### src/rtl/sb_pkg.sv
package sb_pkg;

    localparam int REG_AW   = 5;
    localparam int NUM_REGS = 1 << REG_AW;
    localparam int NUM_FU   = 5;
    localparam int FU_IW    = $clog2(NUM_FU + 1);
    localparam int OP_W     = 3;

    localparam int FU_INT   = 0;
    localparam int FU_MUL_A = 1;
    localparam int FU_MUL_B = 2;
    localparam int FU_ADD   = 3;
    localparam int FU_DIV   = 4;

    typedef enum logic [OP_W-1:0] {
        OP_LOAD = 3'd0,
        OP_ADD  = 3'd1,
        OP_SUB  = 3'd2,
        OP_MUL  = 3'd3,
        OP_DIV  = 3'd4
    } op_e;

    typedef enum logic [1:0] {
        ST_IDLE     = 2'd0,
        ST_OPERANDS = 2'd1,
        ST_EXECUTE  = 2'd2,
        ST_RESULT   = 2'd3
    } stage_e;

    // one entry of the per-unit status table
    typedef struct packed {
        stage_e            stage;
        logic [REG_AW-1:0] fi;
        logic [REG_AW-1:0] fj;
        logic [REG_AW-1:0] fk;
        logic              fj_v;
        logic              fk_v;
        logic [FU_IW-1:0]  qj;
        logic [FU_IW-1:0]  qk;
        logic              rj;
        logic              rk;
    } fu_stat_t;

    // unit table plus register result table (tag = unit index + 1, 0 = none)
    typedef struct packed {
        fu_stat_t [NUM_FU-1:0]                fu;
        logic     [NUM_REGS-1:0][FU_IW-1:0]   res;
    } sb_state_t;

endpackage

### src/rtl/sb_issue_ctl.sv
module sb_issue_ctl
    import sb_pkg::*;
(
    input  logic              req,
    input  logic [OP_W-1:0]   op,
    input  logic [NUM_FU-1:0] busy,
    input  logic              dst_pending,
    output logic              accept,
    output logic [FU_IW-1:0]  unit
);

    logic legal;

    always_comb begin
        legal = 1'b1;
        unit  = '0;
        case (op)
            OP_LOAD:        unit = FU_IW'(FU_INT);
            OP_ADD, OP_SUB: unit = FU_IW'(FU_ADD);
            OP_MUL:         unit = busy[FU_MUL_A] ? FU_IW'(FU_MUL_B) : FU_IW'(FU_MUL_A);
            OP_DIV:         unit = FU_IW'(FU_DIV);
            default:        legal = 1'b0;
        endcase
        accept = req && legal && !busy[unit] && !dst_pending;
    end

endmodule

### src/rtl/sb_wb_arbiter.sv
module sb_wb_arbiter #(
    parameter int N  = 5,
    parameter int IW = 3
) (
    input  logic [N-1:0]  req,
    output logic [N-1:0]  gnt,
    output logic          any,
    output logic [IW-1:0] idx
);

    // the scan runs downward so the lowest requester is the one that remains
    always_comb begin
        gnt = '0;
        any = 1'b0;
        idx = '0;
        for (int i = N - 1; i >= 0; i--) begin
            if (req[i]) begin
                gnt    = '0;
                gnt[i] = 1'b1;
                any    = 1'b1;
                idx    = IW'(i);
            end
        end
    end

endmodule

### src/rtl/sb_fu_timer.sv
module sb_fu_timer #(
    parameter int LAT = 2
) (
    input  logic clk,
    input  logic rst_n,
    input  logic start,
    output logic done
);

    localparam int CW = $clog2(LAT + 1);

    logic [CW-1:0] cnt_d, cnt_q;

    always_comb begin
        cnt_d = cnt_q;
        if (start) begin
            cnt_d = CW'(LAT);
        end else if (cnt_q != '0) begin
            cnt_d = cnt_q - 1'b1;
        end
    end

    always_ff @(posedge clk or negedge rst_n) begin
        if (!rst_n) begin
            cnt_q <= '0;
        end else begin
            cnt_q <= cnt_d;
        end
    end

    assign done = (cnt_q == CW'(1));

endmodule

### src/rtl/fu_scoreboard.sv
module fu_scoreboard
    import sb_pkg::*;
#(
    parameter int LAT_INT = 1,
    parameter int LAT_MUL = 10,
    parameter int LAT_ADD = 2,
    parameter int LAT_DIV = 40
) (
    input  logic              clk,
    input  logic              rst_n,
    input  logic              in_valid,
    input  logic [OP_W-1:0]   in_op,
    input  logic [REG_AW-1:0] in_dst,
    input  logic [REG_AW-1:0] in_src1,
    input  logic [REG_AW-1:0] in_src2,
    output logic              in_accept,
    output logic [FU_IW-1:0]  in_unit,
    output logic [NUM_FU-1:0] rd_grant,
    output logic [NUM_FU-1:0] ex_done,
    output logic              wb_valid,
    output logic [FU_IW-1:0]  wb_unit,
    output logic [REG_AW-1:0] wb_reg
);

    sb_state_t         st_d, st_q;
    logic [NUM_FU-1:0] busy;
    logic [NUM_FU-1:0] war;
    logic [NUM_FU-1:0] wb_req;
    logic [NUM_FU-1:0] wb_gnt;
    logic [FU_IW-1:0]  wb_tag;
    logic [FU_IW-1:0]  tag_j, tag_k;
    logic              dst_pending;
    logic              uses_src;

    // stage view of the unit table
    always_comb begin
        for (int f = 0; f < NUM_FU; f++) begin
            busy[f]     = (st_q.fu[f].stage != ST_IDLE);
            rd_grant[f] = (st_q.fu[f].stage == ST_OPERANDS) && st_q.fu[f].rj && st_q.fu[f].rk;
        end
    end

    assign dst_pending = (st_q.res[in_dst] != '0);

    sb_issue_ctl u_issue (
        .req         (in_valid),
        .op          (in_op),
        .busy        (busy),
        .dst_pending (dst_pending),
        .accept      (in_accept),
        .unit        (in_unit)
    );

    // a finished unit may not write while an unread earlier reader needs the old value
    always_comb begin
        war = '0;
        for (int f = 0; f < NUM_FU; f++) begin
            for (int g = 0; g < NUM_FU; g++) begin
                if (g != f && st_q.fu[g].stage == ST_OPERANDS) begin
                    if (st_q.fu[g].fj_v && st_q.fu[g].rj && st_q.fu[g].fj == st_q.fu[f].fi) begin
                        war[f] = 1'b1;
                    end
                    if (st_q.fu[g].fk_v && st_q.fu[g].rk && st_q.fu[g].fk == st_q.fu[f].fi) begin
                        war[f] = 1'b1;
                    end
                end
            end
        end
        for (int f = 0; f < NUM_FU; f++) begin
            wb_req[f] = (st_q.fu[f].stage == ST_RESULT) && !war[f];
        end
    end

    sb_wb_arbiter #(
        .N  (NUM_FU),
        .IW (FU_IW)
    ) u_wb_arb (
        .req (wb_req),
        .gnt (wb_gnt),
        .any (wb_valid),
        .idx (wb_unit)
    );

    assign wb_reg = st_q.fu[wb_unit].fi;
    assign wb_tag = wb_unit + FU_IW'(1);

    // producer tags for the incoming sources, with this cycle's write folded in
    always_comb begin
        uses_src = (in_op != OP_LOAD);
        tag_j    = uses_src ? st_q.res[in_src1] : '0;
        tag_k    = uses_src ? st_q.res[in_src2] : '0;
        if (wb_valid && tag_j == wb_tag) begin
            tag_j = '0;
        end
        if (wb_valid && tag_k == wb_tag) begin
            tag_k = '0;
        end
    end

    // execution countdown per unit, latency picked by unit position
    for (genvar u = 0; u < NUM_FU; u++) begin : g_timer
        localparam int L = (u == FU_INT) ? LAT_INT :
                           (u == FU_ADD) ? LAT_ADD :
                           (u == FU_DIV) ? LAT_DIV : LAT_MUL;
        sb_fu_timer #(
            .LAT (L)
        ) u_timer (
            .clk   (clk),
            .rst_n (rst_n),
            .start (rd_grant[u]),
            .done  (ex_done[u])
        );
    end

    // next state of both tables
    always_comb begin
        st_d = st_q;

        for (int f = 0; f < NUM_FU; f++) begin
            if (rd_grant[f]) begin
                st_d.fu[f].stage = ST_EXECUTE;
                st_d.fu[f].rj    = 1'b0;
                st_d.fu[f].rk    = 1'b0;
            end
            if (ex_done[f]) begin
                st_d.fu[f].stage = ST_RESULT;
            end
            if (wb_valid && st_q.fu[f].qj == wb_tag) begin
                st_d.fu[f].qj = '0;
                st_d.fu[f].rj = 1'b1;
            end
            if (wb_valid && st_q.fu[f].qk == wb_tag) begin
                st_d.fu[f].qk = '0;
                st_d.fu[f].rk = 1'b1;
            end
        end

        if (wb_valid) begin
            st_d.fu[wb_unit].stage        = ST_IDLE;
            st_d.res[st_q.fu[wb_unit].fi] = '0;
        end

        if (in_accept) begin
            st_d.fu[in_unit].stage = ST_OPERANDS;
            st_d.fu[in_unit].fi    = in_dst;
            st_d.fu[in_unit].fj    = in_src1;
            st_d.fu[in_unit].fk    = in_src2;
            st_d.fu[in_unit].fj_v  = uses_src;
            st_d.fu[in_unit].fk_v  = uses_src;
            st_d.fu[in_unit].qj    = tag_j;
            st_d.fu[in_unit].qk    = tag_k;
            st_d.fu[in_unit].rj    = (tag_j == '0);
            st_d.fu[in_unit].rk    = (tag_k == '0);
            st_d.res[in_dst]       = in_unit + FU_IW'(1);
        end
    end

    always_ff @(posedge clk or negedge rst_n) begin
        if (!rst_n) begin
            st_q <= '0;
        end else begin
            st_q <= st_d;
        end
    end

endmodule

### config.mk
export PLATFORM = sky130hd
export DESIGN_NAME = fu_scoreboard
export DESIGN_NICKNAME = d
export VERILOG_FILES = /design/src/rtl/sb_pkg.sv /design/src/rtl/sb_issue_ctl.sv /design/src/rtl/sb_wb_arbiter.sv /design/src/rtl/sb_fu_timer.sv /design/src/rtl/fu_scoreboard.sv
export SDC_FILE = /design/constraint.sdc
export NUM_CORES = 1
export LEC_CHECK = 0
export BUFFER_PORTS_ARGS = -buffer_cell sky130_fd_sc_hd__buf_2
export CAP_MARGIN = 20
export CORE_MARGIN = 5
export CORE_UTILIZATION = 35
export CTS_CLUSTER_SIZE = 40
export DETAILED_ROUTE_END_ITERATION = 8
export PLACE_DENSITY = 0.48
export SLEW_MARGIN = 20
export SYNTH_ARGS = -nofsm -noshare
export SYNTH_HDL_FRONTEND = slang
export SYNTH_SLANG_ARGS = --single-unit
### constraint.sdc
create_clock -name clk -period 6.4 [get_ports clk]
set_input_delay 1.92 -clock clk [delete_from_list [all_inputs] [get_ports clk]]
set_output_delay 1.92 -clock clk [all_outputs]
set_load 0.01 [all_outputs]
==> summary.md <==
| Metric | Value |
|---|---|
| Critical path origin | st_q[171] |
| Clk sinks | around 240 |
| Hold Worst Slack | 0.499 ns |
| CTS tree | yes |
| Clk pwr share | 18.0% |
| Final setup viols | 0 |
| Commonest non-fill, non-tap cell in the layout | dfrtp_1 |
| Antenna violations before repair | 3 |
| Synth cell types | 77 |
| Area contributors post-synth | dfrtp_1, mux4_2, xnor2_1 |
| Setup Crit Path Kind | reg -> out |
| Vias in the first global route | roughly 13000 |
| Input/output buffers | 43 |
| Final Hold Fails | 0 |
| Slew HR | about a quarter |
| Vias per cell | 5.83 |
| Inserted Clock Buffers | 29 |
| Global-route wire length before repair | 86.2 mm |
| Top_reg_cell synth | dfrtp_1 |
| # fillers | 4518 |
| Total of flip-flops plus latches after synthesis | 243 |
| Setup TNS | 0 ns |
| Ports | 44 |
| Synth top area share | ~38% |
| Slew Viols, Final | 0 |
| Leading area contributor after synthesis | dfrtp_1 |
| Dpl ws | 0.243 ns |
| Worst R2R Start | st_q[120] |
| Leak | 7.33 nW |
| Worst hold start | st_q[210] |
| CP Data Arrival Time | approximately 4.3 ns |
| Net Sw Frac | 45.7% |
| Status | finished clean |
| Buf/Inv on CP | 2 |
| Mapped Nets | 1661 |
| Max Clock Skew | 0.0182 ns |
| Avg Inst Size Synth | 9.86 µm² |
| Setup WS post-layout | 0.188 ns |
| Most frequent cells in the layout | dfrtp_1, nand2_1, xnor2_1, xor2_1, o21ai_0 |
| Die area | 0.0503 mm² |
| Row cnt | 78 |
| Tot Pwr | between 9 and 10 mW |
| VDD IR-drop max | slightly below 0.4 mV |
| Hold_buf cts | 0 |
| Max Root-Sink Buffers | 3 |
| Max-cap viol count | 0 |
| Least-Margin Pin Slew | 1.12 ns |
| WL/cell | 26.0 µm |
| Switching pwr | around 4.3 mW |
| Iteration-0 DRC Markers | 1117 |
| DIE WIDTH | around 220 µm |
| Sequential area share after synthesis | between 30% and 40% |
| Minimum clock period | about 6.2 ns |
| Initial core utilization | 35.4% |
| Combinational Power Share | just under 50% |
| Number of antenna-violating nets in the routed design | 0 |
| Nets | 1616 |
| Via Count | 12847 |
| CP Max Fanout | 10 |
| Hpwl dp | 40.5 mm |
| H-tree depth | 1 |
| Sequential power share | 33.3% |
| Clk_lat worst skew | 0.57 ns |
| Critical Path Max Stage Delay | 0.87 ns |
| Synth async-reset ratio | 100% |
| P&R area growth vs syn | 9.58% |
| Total Wirelength | 57.3 mm |
| Power per cell area | 540 mW/mm² |
| Fmax | between 0.15 and 0.2 GHz |
| Internal Power | 5.16 mW |
| Post-Syn Area | 0.0161 mm² |
| DRC | 0 |
| RSZ-0062 raised after global routing | false |
| CP Capture Type | output port |
| Worst path required time | approximately 4.5 ns |
| Cell Chain, Critical Path | xor2_1 -> nor3_1 -> a22oi_1 -> nand4_1 -> nor2_1 -> o41ai_2 -> a222oi_1 -> inv_1 -> buf_2 |
| Worst-path clk slew | roughly 0.060 ns |
| Chip Height | ~220 µm |
| Setup crit start kind | flip-flop |
| GP Congestion | 0.914 |
| Crit-path leading delay family | compound AO/OA/AOI/OAI gates |
| CTS root buf | clkbuf_16 |
| Slowest cell on crit path | dfrtp_1 |
| Hold Crit Class | reg -> reg |
| Ant. Diodes | 0 |
| Core footprint | roughly 0.045 mm² |
| Synth warn | 0 |
| Overflow after GRT | 0 |
| Post-Synthesis Cells | 1630 |
| Share of layout cells above drive strength 1 | 17.3% |
| Post-synth EDFFs | 0 |
| Total track usage | 22.4% |
| Period utilization | 97.1% |
| TritonRoute pass-1 iters | 5 |
| Largest net degree at the start of global routing | 97 |
## worst reg2reg max path: cells and delay by family (launching register included)
family / cells / cell delay (ns)
DFF: 1 / 0.83
adders and majority gates: 1 / 0.75
and+or+nand+nor: 4 / 0.84
xor gates and xnor gates: 2 / 0.44
AOI/OAI and AO/OA: 4 / 1.99
## area by class of cell
cell class	count	area, µm²	share of cell area, %
clock buffers	42	875	4.97
clock inverters	9	100	0.569
inverters	69	259	1.47
multi-input cells	1145	8890	50.5
flip-flops and latches	243	6080	34.5
well taps	600	751	4.26
repair buffers	97	656	3.72
## cells in the mapped netlist, types with 25 or more instances
master	n
mux4_2	58
o2bb2ai_1	41
o21ai_0	71
nor3_1	54
nand4_1	30
mux2_2	46
nor4_1	30
nor2_1	66
buf_2	63
dfrtp_1	243
a21oi_1	44
xor2_1	90
inv_1	67
clkbuf_1	70
nand2_1	151
o22ai_1	25
nand3_1	37
xnor2_1	139
## path summary, 6_finish.rpt
kind	end	slack (ns)	depth (start not counted)
min	st_q[210]	0.50	1
min in group asynchronous	st_q[113]	1.39	1
max	wb_reg[1]	0.19	9
max reg2reg	st_q[204]	1.43	11
max in group asynchronous	st_q[103]	3.83	2
min reg2reg	st_q[210]	0.50	1
## logic make-up (layout without fill, tap and decap cells)
| family | count (synthesis) | after routing | synth area share [%] |
|---|---|---|---|
| muxes | 107 | 107 | 11.6 |
| adders and majority gates | 10 | 10 | 0.779 |
| and+or+nand+nor | 464 | 464 | 14.6 |
| buffers and inverters | 242 | 217 | 6.97 |
| xor gates and xnor gates | 240 | 240 | 14.0 |
| AOI/OAI and AO/OA | 324 | 324 | 14.2 |
| DFF | 243 | 243 | 37.8 |
## power groups by stage
stage          clock, mW  sequential [mW]  combinational (mW)
2_1_floorplan          0             2.40                3.92
3_3_place_gp           0             3.15                4.54
3_5_place_dp           0             3.15                4.60
4_1_cts             1.75             3.13                4.61
5_1_grt             1.80             3.22                5.04
6_report            1.71             3.16                4.63
## per-stage QoR
stage	util [%]	cell area, µm²	std cells
final	38.8	17600	2205
after global routing	38.8	17600	2205
after CTS	38.8	17600	2205
after detailed placement	36.6	16600	2154
after global placement	36.6	16600	2154
after floorplan	-	16100	1630
## repair_timing
item / in CTS / in global routing
resized for setup: 0 / 1
setup buffers: 0 / 0
setup endpoints to repair: 0 / 1
## flip-flops by register name, summed over array words and instances, names as in the netlist
signal	flops
g_timer.u_timer.cnt_q	16
st_q	226
g_timer.u_timer.done	1
## per-layer routing
layer	global-route usage (%)	up-vias	part of all wire (%)
met5	0	-	0
met4	6.99	0	3.7
met3	2.88	120	5.4
met2	35.4	490	46
met1	32.1	6490	45
li1	-	5747	-
Note: power is estimated with default switching activity, not from simulation.
